File: src/rtl/bre_pkg.sv
package bre_pkg;

  typedef enum logic [2:0] {
    OP_DATA,
    OP_CTRL,
    OP_SAMP_A,
    OP_SAMP_B,
    OP_SAMP_D
  } op_e;

  typedef struct packed {
    op_e        op;
    logic [7:0] val;
    logic       last;
  } step_t;

  localparam int PRE_STEPS = 19;

  function automatic logic [7:0] addr_byte(logic cont, logic [2:0] idx);
    return {3'b000, idx, 2'b00} + 8'd1 + {7'd0, cont};
  endfunction

  function automatic logic [7:0] nib_join(logic [7:0] a, logic [7:0] b);
    return {b[7:4], a[7:4]};
  endfunction

  function automatic logic [7:0] sel_val(int k);
    case (k)
      0, 2, 4: return 8'h05;
      1, 3:    return 8'h0d;
      default: return 8'h04;
    endcase
  endfunction

  function automatic logic [7:0] lat_val(int k);
    case (k)
      0, 2:    return 8'h05;
      1:       return 8'h07;
      default: return 8'h04;
    endcase
  endfunction

  function automatic step_t mk(op_e op, logic [7:0] v, logic l);
    step_t s;
    s.op = op;
    s.val = v;
    s.last = l;
    return s;
  endfunction

  // Step table: shared preamble then a tail picked by direction and mode.
  function automatic step_t step_at(logic [4:0] i, logic wr, logic bm,
                                    logic [7:0] adr, logic [7:0] wd);
    int k = int'(i);
    int t = k - PRE_STEPS;
    if (k == 0)       return mk(OP_DATA, 8'h01, 1'b0);
    else if (k <= 6)  return mk(OP_CTRL, sel_val(k - 1), 1'b0);
    else if (k == 7)  return mk(OP_DATA, adr, 1'b0);
    else if (k <= 11) return mk(OP_CTRL, lat_val(k - 8), 1'b0);
    else if (k == 12) return mk(OP_DATA, 8'h00, 1'b0);
    else if (k <= 18) return mk(OP_CTRL, sel_val(k - 13), 1'b0);
    else if (wr) begin
      if (t == 0 || t == 5) return mk(OP_DATA, wd, 1'b0);
      return mk(OP_CTRL, lat_val((t < 5) ? t - 1 : t - 6), t >= 9);
    end else if (!bm) begin
      if (t == 1) return mk(OP_SAMP_A, 8'h00, 1'b0);
      if (t == 4) return mk(OP_SAMP_B, 8'h00, 1'b0);
      if (t == 0 || t == 3 || t == 6 || t == 8) return mk(OP_CTRL, 8'h06, 1'b0);
      return mk(OP_CTRL, 8'h04, t >= 9);
    end else begin
      if (t == 0 || t == 3) return mk(OP_CTRL, 8'h26, 1'b0);
      if (t == 1) return mk(OP_SAMP_D, 8'h00, 1'b0);
      return mk(OP_CTRL, 8'h04, t >= 4);
    end
  endfunction

endpackage

File: src/rtl/bre_hold_timer.sv
module bre_hold_timer #(
  parameter int HOLD = 2
) (
  input  logic clk,
  input  logic rst_n,
  input  logic run,
  input  logic load,
  output logic tick
);
  localparam int CW = (HOLD > 1) ? $clog2(HOLD) : 1;
  localparam logic [CW-1:0] LAST = CW'(HOLD - 1);

  logic [CW-1:0] cnt_q;

  assign tick = run && (cnt_q == LAST);

  always_ff @(posedge clk or negedge rst_n) begin
    if (!rst_n)              cnt_q <= '0;
    else if (load)           cnt_q <= '0;
    else if (run && !tick)   cnt_q <= cnt_q + 1'b1;
  end


  hold_bound_chk: assert property (@(posedge clk) disable iff (!rst_n)
    run |-> (cnt_q <= LAST));
endmodule

File: src/rtl/bre_seq.sv
module bre_seq
  import bre_pkg::*;
(
  input  logic       clk,
  input  logic       rst_n,
  input  logic       start,
  input  logic       wr,
  input  logic       byte_mode,
  input  logic       cont,
  input  logic [2:0] reg_idx,
  input  logic [7:0] wdata,
  input  logic       tick,
  output logic       run,
  output logic       load,
  output logic [7:0] pc,
  output logic [7:0] pd,
  output logic       samp_a,
  output logic       samp_b,
  output logic       samp_d,
  output logic       done
);
  logic       run_q, wr_q, bm_q, done_q;
  logic [4:0] idx_q;
  logic [7:0] adr_q, wd_q, pc_q, pd_q;
  step_t      first, cur, nxt;
  logic       accept;

  assign first  = step_at(5'd0, wr, byte_mode, addr_byte(cont, reg_idx), wdata);
  assign cur    = step_at(idx_q, wr_q, bm_q, adr_q, wd_q);
  assign nxt    = step_at(idx_q + 5'd1, wr_q, bm_q, adr_q, wd_q);
  assign accept = start && !run_q;
  assign load   = accept || (tick && !cur.last);
  assign samp_a = tick && (cur.op == OP_SAMP_A);
  assign samp_b = tick && (cur.op == OP_SAMP_B);
  assign samp_d = tick && (cur.op == OP_SAMP_D);
  assign run    = run_q;
  assign pc     = pc_q;
  assign pd     = pd_q;
  assign done   = done_q;

  always_ff @(posedge clk or negedge rst_n) begin
    if (!rst_n) begin
      run_q  <= 1'b0;
      idx_q  <= '0;
      wr_q   <= 1'b0;
      bm_q   <= 1'b0;
      adr_q  <= '0;
      wd_q   <= '0;
      pc_q   <= 8'h04;
      pd_q   <= 8'h00;
      done_q <= 1'b0;
    end else begin
      done_q <= tick && cur.last;
      if (accept) begin
        run_q <= 1'b1;
        idx_q <= '0;
        wr_q  <= wr;
        bm_q  <= byte_mode;
        adr_q <= addr_byte(cont, reg_idx);
        wd_q  <= wdata;
        if (first.op == OP_DATA) pd_q <= first.val;
        if (first.op == OP_CTRL) pc_q <= first.val;
      end else if (tick) begin
        if (cur.last) run_q <= 1'b0;
        else begin
          idx_q <= idx_q + 5'd1;
          if (nxt.op == OP_DATA) pd_q <= nxt.val;
          if (nxt.op == OP_CTRL) pc_q <= nxt.val;
        end
      end
    end
  end


  step_hold_chk: assert property (@(posedge clk) disable iff (!rst_n)
    (run_q && !tick) |=> ($stable(pc_q) && $stable(pd_q)));

  done_pulse_chk: assert property (@(posedge clk) disable iff (!rst_n)
    done_q |=> !done_q);

  ctrl_legal_chk: assert property (@(posedge clk) disable iff (!rst_n)
    pc_q inside {8'h04, 8'h05, 8'h06, 8'h07, 8'h0d, 8'h26});

  wr_drive_chk: assert property (@(posedge clk) disable iff (!rst_n)
    (run_q && wr_q) |-> !pc_q[5]);
endmodule

File: src/rtl/bre_capture.sv
module bre_capture
  import bre_pkg::*;
(
  input  logic       clk,
  input  logic       rst_n,
  input  logic       samp_a,
  input  logic       samp_b,
  input  logic       samp_d,
  input  logic [7:0] ps_in,
  input  logic [7:0] pd_in,
  output logic [7:0] rd_data
);
  logic [7:0] a_q, rd_q;

  always_ff @(posedge clk or negedge rst_n) begin
    if (!rst_n) begin
      a_q  <= '0;
      rd_q <= '0;
    end else begin
      if (samp_a) a_q <= ps_in;
      if (samp_b) rd_q <= nib_join(a_q, ps_in);
      else if (samp_d) rd_q <= pd_in;
    end
  end

  assign rd_data = rd_q;


  one_sample_chk: assert property (@(posedge clk) disable iff (!rst_n)
    $onehot0({samp_a, samp_b, samp_d}));
endmodule

File: src/rtl/bre_engine.sv
module bre_engine #(
  parameter int HOLD = 2
) (
  input  logic       clk,
  input  logic       rst_n,
  input  logic       start,
  input  logic       wr,
  input  logic       byte_mode,
  input  logic       cont,
  input  logic [2:0] reg_idx,
  input  logic [7:0] wdata,
  input  logic [7:0] ps_in,
  input  logic [7:0] pd_in,
  output logic [7:0] pd_out,
  output logic       pd_oe,
  output logic [7:0] pc_out,
  output logic [7:0] rd_data,
  output logic       done
);
  logic run_w, load_w, tick_w;
  logic samp_a_w, samp_b_w, samp_d_w;

  bre_hold_timer #(.HOLD(HOLD)) timer_i (
    .clk(clk), .rst_n(rst_n), .run(run_w), .load(load_w), .tick(tick_w)
  );

  bre_seq seq_i (
    .clk(clk), .rst_n(rst_n), .start(start), .wr(wr), .byte_mode(byte_mode),
    .cont(cont), .reg_idx(reg_idx), .wdata(wdata), .tick(tick_w),
    .run(run_w), .load(load_w), .pc(pc_out), .pd(pd_out),
    .samp_a(samp_a_w), .samp_b(samp_b_w), .samp_d(samp_d_w), .done(done)
  );

  bre_capture cap_i (
    .clk(clk), .rst_n(rst_n), .samp_a(samp_a_w), .samp_b(samp_b_w),
    .samp_d(samp_d_w), .ps_in(ps_in), .pd_in(pd_in), .rd_data(rd_data)
  );

  assign pd_oe = ~pc_out[5];


  idle_result_chk: assert property (@(posedge clk) disable iff (!rst_n)
    !run_w |=> $stable(rd_data));

  done_after_run_chk: assert property (@(posedge clk) disable iff (!rst_n)
    done |-> $past(run_w));
endmodule

File: config.mk
export PLATFORM = sky130hd
export DESIGN_NAME = bre_engine
export DESIGN_NICKNAME = d
export VERILOG_FILES = /design/src/rtl/bre_pkg.sv /design/src/rtl/bre_hold_timer.sv /design/src/rtl/bre_seq.sv /design/src/rtl/bre_capture.sv /design/src/rtl/bre_engine.sv
export SDC_FILE = /design/constraint.sdc
export NUM_CORES = 1
export LEC_CHECK = 0
export CAP_MARGIN = 30
export CORE_ASPECT_RATIO = 0.9
export CORE_MARGIN = 3
export CORE_UTILIZATION = 53
export CTS_BUF_LIST = sky130_fd_sc_hd__clkbuf_2
export CTS_CLUSTER_SIZE = 10
export DETAILED_ROUTE_END_ITERATION = 8
export PLACE_DENSITY = 0.78
export SYNTH_ARGS = -nofsm -noshare
export SYNTH_HDL_FRONTEND = slang
export SYNTH_SLANG_ARGS = --single-unit
File: constraint.sdc
create_clock -name clk -period 5.92 [get_ports clk]
set_clock_uncertainty 0.2 [all_clocks]
set_input_delay 1.184 -clock clk [delete_from_list [all_inputs] [get_ports clk]]
set_output_delay 1.184 -clock clk [all_outputs]
set_load 0.02 [all_outputs]
==> impl_metrics.toml <==
[status]
status = "complete, no violations"

[setup_path]
worstSetupPathType = "reg2reg"
required_ps = 6120
path_buf_inv = 1
reg2reg_depth = 15
r2r_slack_ps = 590
critPathLaunchType = "flip-flop"
crit_chain = "inv_1, ha_1, or2b_4, o31ai_2, a22oi_2, o21ai_0, a32oi_1, nor2_2, o21ai_0, ha_1, or3_1, o311a_1, nor4_1, a221oi_1, o31ai_1"
cp_top_family = "compound AO/OA/AOI/OAI gates"
crit_arrival_ps = 5540
cp_slowest_cell = "dfrtp_1"
crit_fanout = 15
r2r-end = "seq_i.pc[0]"
crit_path_start = "seq_i.idx_q[1]"
cp.depth = 15
end_kind = "flip-flop"
rr_startpoint = "seq_i.idx_q[1]"
critPathCapture = "seq_i.pc[0]"
max_stage_delay_ps = 690

[drt]
viasPerCell = 6.130
drt-initial-drc-count = 349
ant_nets = 0
routed_wl_um = 10510
dr.pass1.iters = 5
remaining_drc_errors = 0
vias = 3917
routedWlPerCell_um = 16.45

[sta]
finalSetupViolations = 0
fin_tns_setup_ps = 0
fin_crit_sh_pct = 90.12
final-hold-violation-count = 0
relSlewSlack_pct = 49.08
tightest_slew_ps = 763.2
period_minus_slack_ps = 5335
fmax_mhz = 187.4
drv_slew = 0
timing.final.ws_setup_ps = 585.1
grt_setup_unrepaired = "no"

[yosys]
ys_types = 76
synth_area_um2 = 4043
synth-edff-count = 0
syn_area_per_cell_um2 = 7.911
synthArstFlopShare_pct = 100.0
ys.flop_type = "dfrtp_1"
synth.top_cell.area_share_pct = 30.95
synth_top_area_cell = "dfrtp_1"
synthTopCellsByArea = "dfrtp_1 31%, ha_1 7.7%, nand2_1 7.6%"
syn_nets = 569
yosysWarningCount = 0
ys_seq_area_share_pct = 31.60
ys_top_cells_by_count = "82 x nand2_1, 50 x dfrtp_1, 42 x nor2_1, 38 x o21ai_0, 27 x a21oi_1"
yosysMostFrequentCell = "nand2_1"
synthCells = 511
ys_seq_elements = 51

[floorplanning]
dieArea_um2 = 8713
ios = 59
rows = 29
core_area_um2 = 7221
start_util_pct = 55.99
die_y_um = 88.86
die_w_um = 98.06

[global_route]
antenna_found_initial = 0
met3_usage_pct = 4.649
overflow = 0
grt_use_total_pct = 24.53
met2_usage_pct = 39.00
grt_max_degree = 52
use_met1_pct = 33.84
grt.busiest_layer = "met2"
grt_pass1_vias = 3612
grt_pass1_wl_um = 17530

[placement]
hpwl_um = 7684
gp_congestion = 0.8869
postPlaceCellArea_um2 = 4563
place_ws_ps = 482.9
port_buffers = 54

[finish]
n_fill_cell = 603
final_core_utilization_pct = 64.43
diodes = 0
drive_above_1_share_pct = 8.242
nets = 603
area_growth_pct = 15.07
finalInstanceArea_um2 = 4652

[min_path]
min_path_type = "reg2reg"

[cts]
clk_pin_slew_ps = 290
cts_setup_buffers = 0
cts_hold_buf = 0
clock_path_buffers = 2
cts_buffers = 5
clock_sinks = 51
htree_levels = 2
root_buffer = "clkbuf_2"
clk_latency_ps = 450
cts_tree = "done"

[power]
ir_worst_vdd_mv = 0.2829
leakage_nw = 1.957
powerDensity_nw_per_um2 = 554.2

[job]
max_cap_violations = 0
## layout make-up
cell class	instances	area [um2]	share of cell area, %
flip-flops and latches	51	1277	27.46
clock buffers	5	25.02	0.5379
clock inverters	3	46.29	0.9952
well taps	93	116.4	2.501
inverters	21	78.83	1.694
repair buffers	64	618.1	13.29
multi-input cells	402	2490	53.52
## timing repair
| action | CTS | global route |
|---|---|---|
| setup endpoints to repair | 0 | 3 |
| resized for setup | 0 | 1 |
| endpoints found under the hold margin | 0 | 0 |
## per-stage QoR
step	hold WS (ps)	std cells	power (mW)
6_report	313.7	639	2.578
3_5_place_dp	262.0	630	2.356
4_1_cts	319.5	638	2.557
3_3_place_gp	260.4	630	2.297
5_1_grt	336.8	639	2.825
2_1_floorplan	240.4	511	1.915
## cell usage in the layout, fill, tap and decap left out, drive strengths merged, types with 4 or more instances in the layout
cell,n
and2,9
buf,11
a32oi,4
a21oi,28
nand4,5
nor4,5
dfrtp,50
inv,22
clkbuf,5
o21ai,42
nand3,23
ha,25
o211ai,4
or3,6
nand2b,9
a21boi,4
nor2b,6
clkdlybuf4s50,53
nor2,43
mux2,6
a31oi,5
mux2i,5
o31ai,4
nand2,83
o22ai,8
nor3,14
a22oi,4
## per-layer routing
metal	vias up	routed length, um	share of wire [%]
met5	-	0	0
met4	0	212	2.0
met3	20	815	7.8
met2	170	4964	47
met1	1831	4517	43
li1	1896	-	-
## sequential cells by signal, indices dropped and copies added, names as in the netlist
name	count
seq_i.wd_q	8
seq_i.pc	8
seq_i.idx_q	5
seq_i.bm_q	1
seq_i.pd	8
cap_i.rd_data	8
timer_i.cnt_q	1
seq_i.run	1
seq_i.wr_q	1
seq_i.done	1
seq_i.adr_q	5
cap_i.a_q	4
## cells by family after synthesis
logic type | count (synthesis) | share of synthesized area (%)
and+or+nand+nor | 222 | 26.43
AOI/OAI and AO/OA | 139 | 22.90
buffers and inverters | 58 | 6.871
DFF | 51 | 31.60
adders and majority gates | 25 | 7.738
muxes | 11 | 2.909
xor gates and xnor gates | 5 | 1.548
## how the worst min path moves through the flow
stage / start / end / depth (start not counted)
final: seq_i.adr_q[1] / seq_i.adr_q[1] / 2
after global routing: seq_i.pc[2] / seq_i.pc[2] / 1
after CTS: seq_i.wd_q[6] / seq_i.wd_q[6] / 2
after detailed placement: seq_i.wd_q[6] / seq_i.wd_q[6] / 2
after global placement: seq_i.adr_q[1] / seq_i.adr_q[1] / 2
after floorplan: seq_i.adr_q[1] / seq_i.adr_q[1] / 2
## where the power goes
part | internal (mW) | switching [mW]
sequential | 0.472 | 0.133
combinational | 0.671 | 1.11
clock | 0.0727 | 0.120
## tightest hold or removal path, cell delays in order, from the launching register on
cell     delay (ps)
dfrtp_1         400
nand2_1          50
nand2_1          50
Note: power is estimated with default switching activity, not from simulation.
